## config.mk

```make
export PLATFORM = sky130hd
export DESIGN_NAME = scan_txn_seq
export DESIGN_NICKNAME = d
export VERILOG_FILES = /design/src/rtl/sq_pkg.sv /design/src/rtl/sq_qtimer.sv /design/src/rtl/sq_shifter.sv /design/src/rtl/sq_pulse_count.sv /design/src/rtl/sq_ctrl.sv /design/src/rtl/scan_txn_seq.sv
export SDC_FILE = /design/constraint.sdc
export NUM_CORES = 1
export LEC_CHECK = 0
export ABC_AREA = 0
export BUFFER_PORTS_ARGS = -buffer_cell sky130_fd_sc_hd__buf_2
export CAP_MARGIN = 5
export CORE_MARGIN = 2
export CORE_UTILIZATION = 51
export DETAILED_ROUTE_END_ITERATION = 12
export PLACE_DENSITY = 0.76
export SYNTH_ARGS = -nofsm -noshare
export SYNTH_HDL_FRONTEND = slang
export SYNTH_SLANG_ARGS = --single-unit
```

## constraint.sdc

```tcl
create_clock -name clk -period 3.4 [get_ports clk]
set_clock_uncertainty 0.2 [all_clocks]
set_input_delay 0 -clock clk [delete_from_list [all_inputs] [get_ports clk]]
set_output_delay 0 -clock clk [all_outputs]
set_load 0.05 [all_outputs]
```

## src/rtl/sq_pkg.sv

```systemverilog
package sq_pkg;

   typedef enum logic [3:0] {
      S_IDLE, S_CPU_HI, S_CPU_LO, S_SPI_HI, S_LEAD, S_BIT_HI, S_BIT_LO,
      S_PCPU_HI, S_PCPU_LO, S_PSPI_HI, S_FIN
   } sq_state_e;

   // phase mask bits: 0 pre cpu, 1 lone sclk, 2 scan, 3 closing
   localparam int PH_PCPU = 0;
   localparam int PH_PSPI = 1;
   localparam int PH_SCAN = 2;
   localparam int PH_POST = 3;

   function automatic sq_state_e first_phase(input logic [3:0] m);
      if (m[PH_PCPU])      return S_CPU_HI;
      else if (m[PH_PSPI]) return S_SPI_HI;
      else if (m[PH_SCAN]) return S_LEAD;
      else if (m[PH_POST]) return S_PCPU_HI;
      else                 return S_FIN;
   endfunction

endpackage

```

## src/rtl/sq_qtimer.sv

```systemverilog
module sq_qtimer #(
   parameter int QW = 16
) (
   input  logic          clk,
   input  logic          rst_n,
   input  logic          run,
   input  logic [QW-1:0] q_len,
   output logic          half_end
);
   logic [QW-1:0] qcnt;
   logic          second;
   logic          qtick;

   assign qtick    = run && (qcnt == q_len - 1'b1);
   assign half_end = qtick && second;

   always_ff @(posedge clk or negedge rst_n) begin
      if (!rst_n) begin
         qcnt   <= '0;
         second <= 1'b0;
      end else if (!run) begin
         qcnt   <= '0;
         second <= 1'b0;
      end else if (qtick) begin
         qcnt   <= '0;
         second <= !second;
      end else begin
         qcnt   <= qcnt + 1'b1;
      end
   end
endmodule

```

## src/rtl/sq_shifter.sv

```systemverilog
module sq_shifter #(
   parameter int NB = 8,
   localparam int VW = NB * 8,
   localparam int BW = $clog2(NB + 1)
) (
   input  logic          clk,
   input  logic          rst_n,
   input  logic          load,
   input  logic [BW-1:0] nb,
   input  logic [VW-1:0] send_vec,
   input  logic          shift_tx,
   input  logic          capture,
   input  logic          miso,
   output logic          tx_msb,
   output logic [VW-1:0] rx_vec
);
   logic [VW-1:0] tx;

   assign tx_msb = tx[VW-1];

   always_ff @(posedge clk or negedge rst_n) begin
      if (!rst_n) begin
         tx     <= '0;
         rx_vec <= '0;
      end else if (load) begin
         tx     <= send_vec << (8 * (NB - int'(nb)));
         rx_vec <= '0;
      end else begin
         if (shift_tx) tx     <= {tx[VW-2:0], 1'b0};
         if (capture)  rx_vec <= {rx_vec[VW-2:0], miso};
      end
   end
endmodule

```

## src/rtl/sq_pulse_count.sv

```systemverilog
module sq_pulse_count #(
   parameter int CW  = 32,
   parameter bit SAT = 1'b0
) (
   input  logic          clk,
   input  logic          rst_n,
   input  logic          inc,
   output logic [CW-1:0] count
);
   generate
      if (SAT) begin : g_sat
         always_ff @(posedge clk or negedge rst_n) begin
            if (!rst_n)                  count <= '0;
            else if (inc && count != '1) count <= count + 1'b1;
         end
      end else begin : g_wrap
         always_ff @(posedge clk or negedge rst_n) begin
            if (!rst_n)   count <= '0;
            else if (inc) count <= count + 1'b1;
         end
      end
   endgenerate
endmodule

```

## src/rtl/sq_ctrl.sv

```systemverilog
module sq_ctrl
   import sq_pkg::*;
#(
   parameter int NB = 8,
   parameter int QW = 16,
   localparam int BW  = $clog2(NB + 1),
   localparam int BLW = $clog2(NB * 8 + 1)
) (
   input  logic          clk,
   input  logic          rst_n,
   input  logic          start,
   input  logic [3:0]    en,
   input  logic [BW-1:0] nbytes,
   input  logic [QW-1:0] quarter_len,
   input  logic          half_end,
   output sq_state_e     state,
   output logic [QW-1:0] q_lat,
   output logic [BW-1:0] nb_eff,
   output logic          accept,
   output logic          run,
   output logic          shift_tx,
   output logic          capture,
   output logic          spi_inc,
   output logic          cpu_inc
);
   logic [3:0]     mask, mask_in;
   logic [BLW-1:0] bits_left;

   assign nb_eff  = (nbytes > BW'(NB)) ? BW'(NB) : nbytes;
   assign mask_in = {en[PH_POST], en[PH_SCAN] && (nb_eff != '0), en[PH_PSPI], en[PH_PCPU]};
   assign accept  = (state == S_IDLE) && start && (quarter_len != '0);
   assign run     = (state != S_IDLE) && (state != S_FIN);

   assign shift_tx = half_end && (state == S_BIT_HI);
   assign capture  = half_end && ((state == S_LEAD) ||
                                  ((state == S_BIT_LO) && (bits_left != '0)));
   assign spi_inc  = half_end && ((state == S_SPI_HI) || (state == S_BIT_HI) ||
                                  (state == S_PSPI_HI));
   assign cpu_inc  = half_end && ((state == S_CPU_HI) || (state == S_PCPU_HI));

   always_ff @(posedge clk or negedge rst_n) begin
      if (!rst_n) begin
         state     <= S_IDLE;
         mask      <= '0;
         q_lat     <= '0;
         bits_left <= '0;
      end else if (accept) begin
         mask      <= mask_in;
         q_lat     <= quarter_len;
         bits_left <= BLW'({nb_eff, 3'b000});
         state     <= first_phase(mask_in);
      end else if (state == S_FIN) begin
         state     <= S_IDLE;
      end else if (half_end) begin
         unique case (state)
            S_CPU_HI:  state <= S_CPU_LO;
            S_CPU_LO:  state <= first_phase(mask & 4'b1110);
            S_SPI_HI:  state <= first_phase(mask & 4'b1100);
            S_LEAD:    state <= S_BIT_HI;
            S_BIT_HI: begin
               state     <= S_BIT_LO;
               bits_left <= bits_left - 1'b1;
            end
            S_BIT_LO:  state <= (bits_left == '0) ? first_phase(mask & 4'b1000) : S_BIT_HI;
            S_PCPU_HI: state <= S_PCPU_LO;
            S_PCPU_LO: state <= S_PSPI_HI;
            S_PSPI_HI: state <= S_FIN;
            default:   state <= S_IDLE;
         endcase
      end
   end
endmodule

```

## src/rtl/scan_txn_seq.sv

```systemverilog
module scan_txn_seq
   import sq_pkg::*;
#(
   parameter int NB        = 8,
   parameter int QW        = 16,
   parameter int CW        = 32,
   parameter bit COUNT_SAT = 1'b0,
   localparam int VW = NB * 8,
   localparam int BW = $clog2(NB + 1)
) (
   input  logic          clk,
   input  logic          rst_n,
   input  logic          start,
   input  logic          en_pre_cpu,
   input  logic          en_pre_spi,
   input  logic          en_scan,
   input  logic          en_post,
   input  logic [BW-1:0] nbytes,
   input  logic [QW-1:0] quarter_len,
   input  logic [VW-1:0] send_vec,
   input  logic          miso,
   output logic          sclk,
   output logic          mosi,
   output logic          cpu_clk,
   output logic [VW-1:0] recv_vec,
   output logic          busy,
   output logic          done,
   output logic [CW-1:0] spi_count,
   output logic [CW-1:0] cpu_count
);
   generate
      if (NB < 1) begin : g_bad_nb
         $error("NB must be at least 1");
      end
      if (QW < 1) begin : g_bad_qw
         $error("QW must be at least 1");
      end
      if (CW < 2) begin : g_bad_cw
         $error("CW must be at least 2");
      end
   endgenerate

   sq_state_e     state;
   logic [QW-1:0] q_lat;
   logic [BW-1:0] nb_eff;
   logic          accept, run, half_end, shift_tx, capture, spi_inc, cpu_inc, tx_msb;

   sq_ctrl #(.NB(NB), .QW(QW)) u_ctrl (
      .clk(clk), .rst_n(rst_n), .start(start),
      .en({en_post, en_scan, en_pre_spi, en_pre_cpu}),
      .nbytes(nbytes), .quarter_len(quarter_len), .half_end(half_end),
      .state(state), .q_lat(q_lat), .nb_eff(nb_eff), .accept(accept), .run(run),
      .shift_tx(shift_tx), .capture(capture), .spi_inc(spi_inc), .cpu_inc(cpu_inc)
   );

   sq_qtimer #(.QW(QW)) u_timer (
      .clk(clk), .rst_n(rst_n), .run(run), .q_len(q_lat), .half_end(half_end)
   );

   sq_shifter #(.NB(NB)) u_shift (
      .clk(clk), .rst_n(rst_n), .load(accept), .nb(nb_eff), .send_vec(send_vec),
      .shift_tx(shift_tx), .capture(capture), .miso(miso),
      .tx_msb(tx_msb), .rx_vec(recv_vec)
   );

   sq_pulse_count #(.CW(CW), .SAT(COUNT_SAT)) u_spi_cnt (
      .clk(clk), .rst_n(rst_n), .inc(spi_inc), .count(spi_count)
   );

   sq_pulse_count #(.CW(CW), .SAT(COUNT_SAT)) u_cpu_cnt (
      .clk(clk), .rst_n(rst_n), .inc(cpu_inc), .count(cpu_count)
   );

   assign sclk    = (state == S_SPI_HI) || (state == S_BIT_HI) || (state == S_PSPI_HI);
   assign cpu_clk = (state == S_CPU_HI) || (state == S_PCPU_HI);
   assign mosi    = tx_msb && ((state == S_LEAD) || (state == S_BIT_HI) || (state == S_BIT_LO));
   assign busy    = run;
   assign done    = (state == S_FIN);
endmodule

```

After elaboration in Yosys (flattened, before gate mapping)
Cells that the tools add are included.

operators by class
  $add $sub $neg = 6
  magnitude comparators = 1
  eq/ne operators = 14
  shift-type cells = 1
  mux-type cells = 25
  reductions and logical operators = 31

operator list
  cell                     count
  $mux W64                 4
  $add A32 B1 Y32 const B  2
  $shl A64 B32 Y64         1
  $mux W4                  12
  $pmux W4 S9              1
  $mux W16                 2
  $mux W7                  4
  $add A16 B1 Y16 const B  1
  $eq A16 B16 Y1           1
  $eq A4 B3 Y1 const B     4
  $reduce_bool A16 Y1      1
  $sub A16 B1 Y16 const B  1
  $eq A4 B4 Y1 const B     3
  $logic_and A1 B1 Y1      12
  $eq A4 B2 Y1 const B     2
  $reduce_bool A2 Y1       4
  $reduce_bool A4 Y1       2
  $logic_not A7 Y1         1
  $reduce_bool A7 Y1       1
  $sub A7 B1 Y7 const B    1
  $logic_or A1 B1 Y1       6
  $sub A4 B4 Y5 const A    1
  $eq A4 B1 Y1 const B     1
  $gt A4 B4 Y1 const B     1
  other kinds (8)          9

word-level totals
  bits in registers = 240
  bits of input ports = 92
  output and inout port bits = 133
  logic and storage cells = 88

Logic depth before layout (Yosys ltp)
Gate-level depths: netlist (run 1).

  word-level depth = 8
  gate-level depth with buffers = 15
  mapped depth without buffers = 10

Modules after synthesis
Synthesis (run 1) repeated with hierarchy kept, for this count alone.

second synthesis, totals
  cells, all modules = 1440
  area, all modules = 13759.4 µm²

modules (own cells, without submodules)
  module          instances  cells each  area an instance (µm²)  seq. area each (µm²)
  sq_shifter      1          828         7749.9                  3203.1
  sq_pulse_count  2          123         1448.9                  800.8
  sq_ctrl         1          201         1689.1                  750.7
  sq_qtimer       1          157         1358.8                  425.4
  scan_txn_seq    1          8           63.8                    0.0

Worst setup path before layout (run 1)
No wires, ideal clock.

  kind = reg-to-reg
  start = register u_ctrl.state[2]
  end = register u_cpu_cnt.count[1]
  library setup time = 125 ps
  data arrival time = 3093 ps
  data required time = 3075 ps
  path slack = -18 ps
  cell stages (with the launch flop) = 9
  path buffers = 2
  clock period less this slack = 3418 ps
  path through = dfrtp_1 -> buf_1 -> xor2_1 -> nor3b_1 -> nand2_1 -> a21oi_1 -> nand4_2 -> buf_2 -> mux2_2

between the ends
  elaborated cells on any way between the ends = 9
  classes of those cells = eq/ne (3); reduce/logical (6)

RTL lines
  item                                                 RTL line              RTL
  from (decl)                                          sq_ctrl.sv:16         output sq_state_e state,
  from (signal assigned)                               sq_ctrl.sv:51         state <= first_phase(mask_in);
  from (signal assigned)                               sq_ctrl.sv:57         S_CPU_LO: state <= first_phase(mask & 4'b1110);
  from (signal assigned)                               sq_ctrl.sv:58         S_SPI_HI: state <= first_phase(mask & 4'b1100);
  $eq A4 B1 Y1 / $eq A4 B3 Y1 (equally long branches)  -
  $logic_or A1 B1 Y1 *                                 -
  net cpu_clk                                          scan_txn_seq.sv:24    output logic cpu_clk,
  $logic_and A1 B1 Y1 *                                sq_ctrl.sv:39         assign cpu_inc = half_end && ((state == S_CPU_HI) || (state == S_PCPU_HI));
  to (signal assigned)                                 sq_pulse_count.sv:19  else if (inc) count <= count + 1'b1;
  to (decl)                                            sq_pulse_count.sv:8   output logic [CW-1:0] count

The timed path passes the listed nets; every way through them passes the cells marked *.
A chain may end at the register's enable or synchronous reset.

Worst setup path after layout (run 1)
  start = register u_ctrl.q_lat[0]
  end = register u_spi_cnt.count[30]

between the ends
  longest elaborated chain between the ends = 5

RTL lines
  item                    RTL line              RTL
  from (decl)             sq_ctrl.sv:17         output logic [QW-1:0] q_lat,
  from (signal assigned)  sq_ctrl.sv:49         q_lat <= quarter_len;
  $sub A16 B1 Y16         sq_qtimer.sv:14       assign qtick = run && (qcnt == q_len - 1'b1);
  $eq A16 B16 Y1          sq_qtimer.sv:14
  $logic_and A1 B1 Y1     sq_qtimer.sv:14
  $logic_and A1 B1 Y1     sq_qtimer.sv:15       assign half_end = qtick && second;
  $logic_and A1 B1 Y1     sq_ctrl.sv:37         assign spi_inc = half_end && ((state == S_SPI_HI) || (state == S_BIT_HI) ||
  to (signal assigned)    sq_pulse_count.sv:19
  to (decl)               sq_pulse_count.sv:8

Every way passes these cells.

==> metrics list, run 1 <==
* Register-to-register setup slack: -20 ps
- sky130_fd_sc_hd__dfrtp_1 is the most common cell in the netlist.
- Area fraction of the dominant cell type after synthesis: 45.7%
* Number of vias after detailed routing: between 10000 and 15000
- Sum of net half-perimeters after detailed placement: ~25 mm
* Remaining max-slew budget at the tightest pin: 43.5%
* Ratio of final minimum period to clock period: 101%
- The synthesized netlist occupies a cell area of ~13000 µm².
* Antenna violations before repair: 2
- For this design the top-level I/O count stands at around 230.
- Clock tree synthesis inserted a total of 27 buffers.
- Largest vdd supply drop: 0.000389 V
- CTS built an H-tree with a depth of 1.
- Summed over all layers, the routed wires come to 38.0 mm.
- Setup repair after global routing could not meet its margin everywhere.
- The number of nets in the synthesized netlist is about 1500.
* Number of global-route vias before repair: 11600
- In the routed design, unresolved DRC markers number 0.
- Residual antenna-violating net count after detailed routing: 0
- Proportion of register bits with asynchronous set or reset after synthesis: between 90% and 100%
- Power spread over the standard cell area amounts to 368 nW/µm².
* Fraction of layout instances using a drive strength above 1: 21.8%
* Area inside the core boundary: 25200 µm²
- CTS clk-pin slew, worst paths: 60 ps
- Internal power comes to 4.82 mW.
- Excluding fillers, the count of instances in the completed layout stands at between 2000 and 2500.
- Summing all placed instances gives a cell area of 14800 µm².
- The clock network burns 45.1% of the power.
- Final WS setup: -19.1 ps
- The highest layer touched by signal routing is met4.
- In this design, the critical path's most frequently occurring cell is sky130_fd_sc_hd__or4_4.
- Die X-Extent: ~160 µm
- The finished cells cover 17100 µm².
- Sequential cell fraction of total power: between 40 and 50%
* Avg Inst Size Synth: around 9.4 µm²
* Chip height: 164 µm
* Total clock sinks: 239
- Setup violations remaining at the end of the flow were counted as 1.
- Maximum number of pins on one net before global-route repair: 115
- The initial utilization of the core area, before any placement, comes to 52.0%.
- Count of pins over their slew limit: 0
* Synth area leaders: sky130_fd_sc_hd__dfrtp_1, sky130_fd_sc_hd__mux2i_1, sky130_fd_sc_hd__nand2_1, sky130_fd_sc_hd__xor2_1, sky130_fd_sc_hd__nor2_1
* Leakage Power: 8.20 nW
- Compared with the post-synthesis result, the final layout area differs by 30.9%.
* Most instantiated flip-flop cell in the synthesis netlist: sky130_fd_sc_hd__dfrtp_1
* Metal1 wirelength: 15.6 mm
- In the final routed layout, each cell accounts on average for 18.3 µm.
- Total GRT Usage: between 20% and 30%
* Final nets: 1832
* Final worst path period need: approximately 3400 ps
* Worst-skew pair later-pin latency: roughly 530 ps
* Total met3 wirelength after detailed routing: 2.43 mm
* Synth warn: 0
- Worst Setup Path Type: reg2reg
- Flip-flop and latch count after synthesis: 239
- The first detailed-routing pass took 7 iterations.
- Based on the critical path, the design can be clocked at up to 0.292 GHz.
* Number of synthesized flops with an enable pin: 0
- Summing all multi-input logic gate instances after layout gives a little under 7000 µm².
- Required time at the worst-slack endpoint: between 3000 and 4000 ps
* Worst path top cell family by delay: simple AND/OR/NAND/NOR gates
- At the pin with the least slew margin, the transition time is 847 ps.
- Violated checks: setup timing
* Full die area: 27000 µm²
- Maximum fanout count along the critical path: 32
* Setup crit end kind: flip-flop
* Worst Hold Class: in2reg
* Final Hold Fails: 0
* Net switching component of the power: 1.49 mW
* Critical Path Start Type: flip-flop
- Input/output buffers: roughly 220
- Outcome: complete, but fails checks
- Final weighted congestion in routability-driven placement: approximately 0.90
* Number of fillers in the final layout: 1874
- Across the run, the number of max-cap violations was 0.
- Bufs and invs on worst path: 2
* Detailed-route vias per instance: 5.83
* Slowest cell on the critical path: sky130_fd_sc_hd__or4_4
* Net switching share of the total power: 23.6%
* First-pass GRT wire length: around 60 mm
* Area leader, netlist: sky130_fd_sc_hd__dfrtp_1
- Met2 routed wirelength: 18.5 mm
- Traced cell by cell, the critical path runs through or4_4 -> or3_4 -> or4_4 -> buf_6 -> a22oi_4 -> nand4_2 -> buf_12 -> nor4_1 -> xor2_1.
* Global route overflow: 0
* Sequential Area: 5980 µm²
* Cell count after placement: approximately 1900
- Clock tree synthesis selected as its root buffer the cell sky130_fd_sc_hd__clkbuf_16.
- In the synthesized netlist, the number of instances is 1398.
- Initial DRC count: between 1000 and 1500
* Yosys cell types: 53
- # rows: 58
* Leading post-synthesis cells by instance count: sky130_fd_sc_hd__dfrtp_1, sky130_fd_sc_hd__nand2_1, sky130_fd_sc_hd__nor2_1
* Clk buf depth: 3
- Post-Place Setup Slack: -36.8 ps
* Critical path data arrival time: approximately 3700 ps
- CTS tree: yes
* Largest stage delay on the critical path: approximately 540 ps
- In this run, the combinational gates consume 9.8% of the power.
- Of the synthesized area, sequential elements account for 45.7%.
## logic make-up after synthesis
logic type / after synthesis / synth area share, %
mux: 125 / 9.68
compound gates: 264 / 13.2
fa+ha+maj: 6 / 0.574
flops: 239 / 45.7
xor+xnor: 101 / 6.76
buf+inv: 116 / 3.71
simple gates: 547 / 20.4
## state kept, by name, summed over array words and instances (netlist names)
signal / flops
u_shift.rx_vec: 64
u_shift.tx: 64
u_cpu_cnt.count: 32
u_spi_cnt.count: 32
u_ctrl.q_lat: 16
u_timer.qcnt: 16
u_ctrl.bits_left: 7
u_ctrl.state: 4
u_ctrl.mask: 3
u_timer.second: 1
## placed cells by master, fill, tap and decap left out, drive strengths merged, types with 8 or more instances in the layout
cell	n
a211oi	27
a21oi	55
a22o	16
a2bb2oi	50
and2	14
and3	16
buf	284
clkbuf	43
dfrtp	239
dlygate4sd3	114
inv	23
mux2	12
mux2i	113
nand2	188
nand2b	8
nand3	50
nand4	28
nor2	126
nor3	38
nor4	26
o21ai	92
or3	26
xnor2	28
xor2	73
## final cells by class
| cell class | instances | area share, % |
|---|---|---|
| diodes | 2 | 0.0292 |
| clock buffers | 39 | 4.50 |
| clock inverters | 6 | 0.511 |
| inverters | 21 | 0.460 |
| multi-input cells | 1043 | 39.7 |
| flip-flops and latches | 239 | 34.9 |
| well taps | 330 | 2.41 |
| repair buffers | 402 | 17.4 |
## power groups by stage
| stage | clock (mW) | sequential (mW) | combinational [mW] |
|---|---|---|---|
| detailed placement | 0 | 2.90 | 0.493 |
| global route | 3.01 | 2.84 | 0.670 |
| floorplan | 0 | 2.90 | 0.254 |
| finish | 2.84 | 2.85 | 0.619 |
| global placement | 0 | 2.90 | 0.491 |
| CTS | 2.88 | 2.85 | 0.601 |
## through the flow
step           total power, mW  TNS, ps  util (%)  hold WS, ps
2_1_floorplan             3.15        0         -         -496
3_3_place_gp              3.39        0      58.8        -69.5
3_5_place_dp              3.39     -259      58.8        -60.1
4_1_cts                   6.33        0      66.8         1.47
5_1_grt                   6.53     -584      68.0         49.8
6_report                  6.31    -19.1      68.0         22.3
## repair_timing
item	4_1_cts	5_1_grt
gates resized for setup	1	30
endpoints found under the setup margin	24	93
hold endpoints to repair	243	0
buffers inserted	0	4
pin swaps	1	7
cloned	0	4
hold buffers	114	0
## routing by layer
layer  vias up  global-route usage [%]
li1       5629                       -
met3       114                    3.69
met2       515                    46.0
met5         -                       0
met4         0                    9.89
met1      5889                    36.0
## worst register-to-register path, delay by kind of cell (launching register included)
| kind | cells | cell delay, ps |
|---|---|---|
| AND/OR/NAND/NOR | 5 | 2010 |
| buffers and inverters | 2 | 330 |
| XOR/XNOR | 1 | 220 |
| AO/OA/AOI/OAI | 1 | 190 |
| flip-flops | 1 | 380 |
## final timing paths
path | start | endpoint | cells after the start
setup / recovery | u_ctrl.q_lat[0] | u_spi_cnt.count[30] | 9
hold / removal | send_vec[60] | u_shift.tx[60] | 7
setup reg to reg | u_ctrl.q_lat[0] | u_spi_cnt.count[30] | 9
hold reg to reg | u_cpu_cnt.count[31] | u_cpu_cnt.count[31] | 1
max in group asynchronous | rst_n | u_shift.rx_vec[6] | 4
min in group asynchronous | rst_n | u_timer.qcnt[10] | 3
(Power assumes the default switching activity.)
==> inputs of run 2 (changes only) <==
- CORE_UTILIZATION: 51 -> 38
- MAX_ROUTING_LAYER: unset -> met4
- PLACE_DENSITY: 0.76 -> 0.6
==> metrics list, run 2 (synthesis results as in run 1) <==
- The run finished with clean final reports.
* Sequential Area: 5980 µm²
- Across the VDD grid, the largest voltage drop is 0.000311 V.
* Number of global-route vias before repair: roughly 11000
- In this run, the number of DRC markers left after iteration 0 of detailed routing was ~920.
- Worst-skew pair later-pin latency: roughly 540 ps
- Area of all placed cells without fillers: 17200 µm²
- In the routed layout, each cell is associated on average with a via count of 5.38.
- The die is ~190 µm tall.
- From left edge to right edge, the die measures 190 µm.
- For the pin with the worst max-slew slack, the measured transition is 787 ps.
- Of the available clock period, the critical path in the final layout requires 97.2%.
* Final weighted congestion in routability-driven placement: 0.861
- Setup violations remaining at the end of the flow were counted as 0.
- Leaving out filler cells and counting taps, the final layout contains 2206.
- Number of I/O pins: around 230
- For this run, the total global-route usage over all layers was measured as 22.2%.
- Average wire per cell in the routed design: 18.0 µm
- Number of vias after detailed routing: 11900
* Sum of net half-perimeters after detailed placement: approximately 27 mm
- Final worst path period need: 3310 ps
- Total clock sinks: 239
- Number of buffers created by CTS: 28
- CTS tree: yes
- Clock H-tree levels: 1
- Required time at the worst-slack endpoint: roughly 3700 ps
- Maximum number of pins on one net before global-route repair: 93
- P&R area growth vs syn: 31.7%
- Clk buf depth: 3
* Number of fillers in the final layout: ~3100
* Fraction of layout instances using a drive strength above 1: 20.6%
- Commonest non-fill, non-tap cell in the layout: sky130_fd_sc_hd__dfrtp_1
- The first global-routing pass estimated 62.7 mm of wire.
- The largest registers in the layout are u_shift.rx_vec x64, u_shift.tx x64.
- Global route overflow: 0
* CTS clk-pin slew, worst paths: 60 ps
- The repair_antennas step left the layout with diodes totalling 0.
- STA puts the critical path data arrival time at 3570 ps.
* DR top layer: met4
- Critical Path Start Type: flip-flop
- Instance area at placement: about 15000 µm²
- Final nets: 1835
- The analysis attributes to cell leakage a power of 8.23 nW.
- Final core occ: 51.1%
- Area of combinational cells with multiple inputs: 6690 µm²
- In this run the power density over the cells is 388 nW/µm².
- Measured against its own limit, the worst slew margin works out to 47.1%.
- In this run the clock root is driven by a sky130_fd_sc_hd__clkbuf_16.
- Final Hold Fails: 0
- Residual antenna-violating net count after detailed routing: 0
* Input/output buffers: 224
* Metal1 wirelength: 17.7 mm
- Derived from the worst setup path, the maximum achievable clock frequency is slightly above 0.3 GHz.
- Maximum fanout count along the critical path: 12
* # Max-Cap Violations: 0
- Commonest non-fill, non-tap cells in the layout: sky130_fd_sc_hd__dfrtp_1, sky130_fd_sc_hd__buf_2, sky130_fd_sc_hd__nand2_1, sky130_fd_sc_hd__dlygate4sd3_1, sky130_fd_sc_hd__nor2_1
* Final Routed Wirelength: 39.8 mm
- Setup repair after global routing missed its margin: true
- Setup crit end kind: flip-flop
- Summed over all nets, wire length on met3 after detailed routing comes to 2.30 mm.
- Starting Density: 38.8%
* Worst Setup Path Type: reg2reg
- Met2 routed wirelength: 18.8 mm
* Full die area: 35900 µm²
* Cell count after placement: 2020
* Area inside the core boundary: 33700 µm²
* # rows: 67
- Count of pins over their slew limit: 0
- Antenna violations before repair: 0
- After detailed routing, the number of remaining DRC violations is 0.
- The first detailed-routing pass ran for 7 iterations.
- The min-delay analysis places its worst path in the category in2reg.
## run 2: power by group
group,switching [mW],internal [mW]
clock network,1.21,2.01
logic,0.369,0.247
registers,0.000598,2.85
## run 2: area by class of cell
type,instances,area share [%]
repair buffers,404,17.0
inverters,21,0.457
clock buffers,40,4.86
multi-input cells,1043,38.8
well taps,448,3.25
flip-flops and latches,239,34.7
clock inverters,11,0.944
## run 2: path summary, 6_finish.rpt
| kind | slack, ps | to | cells after the start | from |
|---|---|---|---|---|
| max in group asynchronous | 1650 | u_cpu_cnt.count[19] | 4 | rst_n |
| worst min register to register | 280 | u_cpu_cnt.count[31] | 1 | u_cpu_cnt.count[31] |
| worst max register to register | 90 | u_ctrl.bits_left[5] | 8 | u_ctrl.q_lat[0] |
| min in group asynchronous | 420 | u_timer.qcnt[11] | 3 | rst_n |
| worst max-delay path | 90 | u_ctrl.bits_left[5] | 8 | u_ctrl.q_lat[0] |
| worst min-delay path | 20 | u_shift.tx[61] | 7 | send_vec[53] |
## run 2: stage by stage
step | setup TNS, ps | setup slack, ps | hold slack [ps] | power (mW)
after global routing | -1280 | -75.3 | 40.6 | 6.94
after floorplan | 0 | 140 | -496 | 3.15
final | 0 | 94.7 | 17.8 | 6.68
after CTS | 0 | 45.0 | 3.64 | 6.74
after detailed placement | -2.73 | -2.05 | -112 | 3.40
after global placement | 0 | 75.2 | -110 | 3.40
## run 2: repair_timing
| item | 4_1_cts | 5_1_grt |
|---|---|---|
| hold buffers | 133 | 0 |
| hold endpoints to repair | 317 | 0 |
| setup endpoints to repair | 2 | 125 |
| gates cloned | 0 | 1 |
| buffers inserted | 0 | 1 |
| pin swaps | 0 | 2 |
| resized for setup | 1 | 13 |
## run 2: per-layer routing
layer | global-route usage, % | vias to the layer above
met4 | 5.66 | 0
met3 | 2.90 | 65
met1 | 30.4 | 5786
met2 | 35.1 | 385
met5 | - | -
li1 | - | 5629
## run 2: worst max-delay path, stage by stage, from the launching register on
cell,delay [ps]
sky130_fd_sc_hd__dfrtp_1,370
sky130_fd_sc_hd__or4_4,530
sky130_fd_sc_hd__or3_4,360
sky130_fd_sc_hd__or4_4,550
sky130_fd_sc_hd__a221oi_2,310
sky130_fd_sc_hd__nand4_4,190
sky130_fd_sc_hd__buf_6,200
sky130_fd_sc_hd__or3_1,350
sky130_fd_sc_hd__a31oi_1,160
==> inputs of run 3 (changes only) <==
- CORE_UTILIZATION: 38 -> 51
- PLACE_DENSITY: 0.6 -> 0.76
==> metrics list, run 3 (synthesis results as in run 1) <==
* Hold worst-path end: u_shift.tx[60]
- Setup repair after global routing missed its margin: true
* Commonest non-fill, non-tap cells in the layout: sky130_fd_sc_hd__dfrtp_1, sky130_fd_sc_hd__buf_2, sky130_fd_sc_hd__nand2_1, sky130_fd_sc_hd__nor2_1, sky130_fd_sc_hd__dlygate4sd3_1
* Final Hold Fails: 0
* Clk buf depth: 3
- Routability-driven placement finished with a final weighted congestion of 0.946.
- Outcome: complete, no violations
- Start point of the worst min-delay path: send_vec[60]
- Setup slack on the worst reg-to-reg path comes out at 20 ps.
- Terminus of the critical flop-to-flop path: u_shift.tx[40]
* Ratio of final minimum period to clock period: between 90% and 100%
- In this run the number of H-tree levels came out at 1.
- The floorplan has 58 rows.
- Number of detailed-route iterations in the first pass: 5
* Total chip power: ~6.5 mW
- Leaving out fill and tap cells, the most frequent cell in the layout is sky130_fd_sc_hd__dfrtp_1.
- The number of global-route vias before repair came to 11900.
- Fraction of layout instances using a drive strength above 1: 22.8%
* Final core occ: 68.8%
* Worst-skew pair later-pin latency: 530 ps
- The clock period could shrink to 3380 ps.
- Setup violations remaining at the end of the flow were counted as 0.
- Of all nets on the critical path, the largest fanout is 17.
- TritonCTS built the clock tree.
- Worst r2r path cells: 9
- Worst Setup Path Type: reg2reg
- In this run the vertical extent of the chip is 164 µm.
* Residual antenna-violating net count after detailed routing: 0
- Global route overflow: 0
* Critical path data arrival time: 3580 ps
- Global routing used 28.8% of the available tracks across all layers.
- In this run, placement finished with an instance count of 1914.
- At the pin with the least slew margin, the transition time is 778 ps.
- P&R area growth vs syn: 32.4%
- Reg-to-reg critical path startpoint: u_ctrl.q_lat[0]
- In this run the static leakage power is 8.27 nW.
- Cell-by-cell listing of the critical path: or4_4 -> or3_4 -> or4_4 -> a221oi_4 -> nand4_4 -> buf_4 -> clkbuf_16 -> o21ai_0 -> a2bb2oi_1
- Sum of net half-perimeters after detailed placement: 24.8 mm
- The finished cells cover 17300 µm².
- The net count of the finished layout is 1841.
- The worst setup path is captured at a flip-flop.
- The placed instances occupy a cell area of approximately 15000 µm².
* Final setup TNS: 0 ps
- Number of cells traversed by the worst hold path: 7
* Input/output buffers: ~220
- Number of I/O pins: around 230
* Largest vdd supply drop: 0.000357 V
* Number of vias after detailed routing: roughly 12000
- Average wire per cell in the routed design: 19.0 µm
- Remaining max-slew budget at the tightest pin: 48.1%
- Die X-Extent: 164 µm
* Root buf cell: sky130_fd_sc_hd__clkbuf_16
- After detailed routing, the total wire length is ~40 mm.
* Most prevalent standard cell on the critical path: sky130_fd_sc_hd__or4_4
* Worst Hold Class: in2reg
- The final number of max-transition violations was 0.
- The die covers around 27000 µm².
- The finished layout holds about 2100 standard cells, fillers aside.
- Number of fillers in the final layout: 1818
- Starting Density: 52.0%
* Required time at the worst-slack endpoint: 3600 ps
- In the final layout, the registers with the most flip-flops are u_shift.rx_vec x64, u_shift.tx x64.
* Slowest cell on the critical path: sky130_fd_sc_hd__or4_4
* Detailed-route vias per instance: 5.92
- Dividing total power by cell area gives a power density of 375 nW/µm².
* DRC violations left: 0
- Across the run, the number of max-cap violations was 0.
- Total clock sinks: 239
- Critical Path Start Type: flip-flop
- Timing would allow up to 0.296 GHz.
- Initial DRC count: 1250
* Largest stage delay on the critical path: 530 ps
- The number of antenna violations at the first check in global routing was 3.
- After clock tree synthesis, the clock-pin slew on the worst setup and hold paths is ~60 ps.
- Entering global routing, the biggest net connects 100 pins.
- First-pass GRT wire length: 61.1 mm
* Number of buffers created by CTS: 26
- After floorplanning, the core was sized to cover 25200 µm².
## run 3: cell count changes in the layout (fill, tap and decap cells not counted), moves of 3 or more
cell	delta
sky130_fd_sc_hd__buf_12	+5
sky130_fd_sc_hd__buf_4	+14
sky130_fd_sc_hd__clkbuf_8	+3
sky130_fd_sc_hd__clkinvlp_4	-3
sky130_fd_sc_hd__diode_2	+3
sky130_fd_sc_hd__dlygate4sd3_1	-16
sky130_fd_sc_hd__mux2i_1	-5
sky130_fd_sc_hd__mux2i_2	+4
sky130_fd_sc_hd__nor3_1	-4
sky130_fd_sc_hd__nor3_2	+4
sky130_fd_sc_hd__nor4_1	-5
sky130_fd_sc_hd__nor4_2	+3
## run 3: worst max path at each step
stage,slack (ps),from,cells past startpoint,endpoint
final,20,u_ctrl.q_lat[0],9,u_shift.tx[40]
after global routing,-90,u_ctrl.q_lat[0],11,u_shift.rx_vec[43]
after CTS,8,u_ctrl.q_lat[0],9,u_spi_cnt.count[26]
after detailed placement,30,u_ctrl.q_lat[0],10,u_shift.rx_vec[25]
after global placement,80,u_ctrl.q_lat[0],10,u_shift.rx_vec[25]
after floorplan,140,u_ctrl.q_lat[0],8,u_shift.tx[10]
## run 3: report_power, final
part,leakage (nW),total [mW],internal [mW],switching (mW)
sequential,2.89,2.85,2.85,0.000453
combinational,4.91,0.632,0.262,0.369
clock,0.469,3.02,1.88,1.14
## run 3: cell type report
type	instances	area, µm²	share of cell area (%)
clock inverters	8	115	0.664
well taps	330	413	2.38
clock buffers	39	821	4.74
flip-flops and latches	239	5980	34.5
repair buffers	412	3080	17.8
multi-input cells	1043	6830	39.4
diodes	3	7.51	0.0433
inverters	21	78.8	0.455
## run 3: worst max-delay path: cells and delay by family (launching register included)
kind	cells	cell delay (ps)
buffers and inverters	2	390
AND/OR/NAND/NOR	4	1620
flip-flops	1	380
AO/OA/AOI/OAI	3	660
## run 3: through the flow
stage / setup WS, ps / hold slack (ps)
after floorplan: 140 / -496
after global placement: 81.9 / -111
after detailed placement: 34.0 / -104
after CTS: 7.58 / 3.76
after global routing: -85.9 / 63.4
final: 24.5 / 25.4
## run 3: what timing repair did
action / 4_1_cts / 5_1_grt
buffers inserted: 0 / 10
endpoints found under the setup margin: 0 / 139
hold endpoints to repair: 295 / 0
gates resized for setup: 0 / 34
hold buffers: 117 / 0
## run 3: routing by layer
layer	routed length, µm	track usage, %	up-vias
met3	2700	4.22	146
met4	1960	13.6	0
met1	16000	36.2	5960
li1	-	-	5659
met2	19100	46.1	640
met5	0	-	-
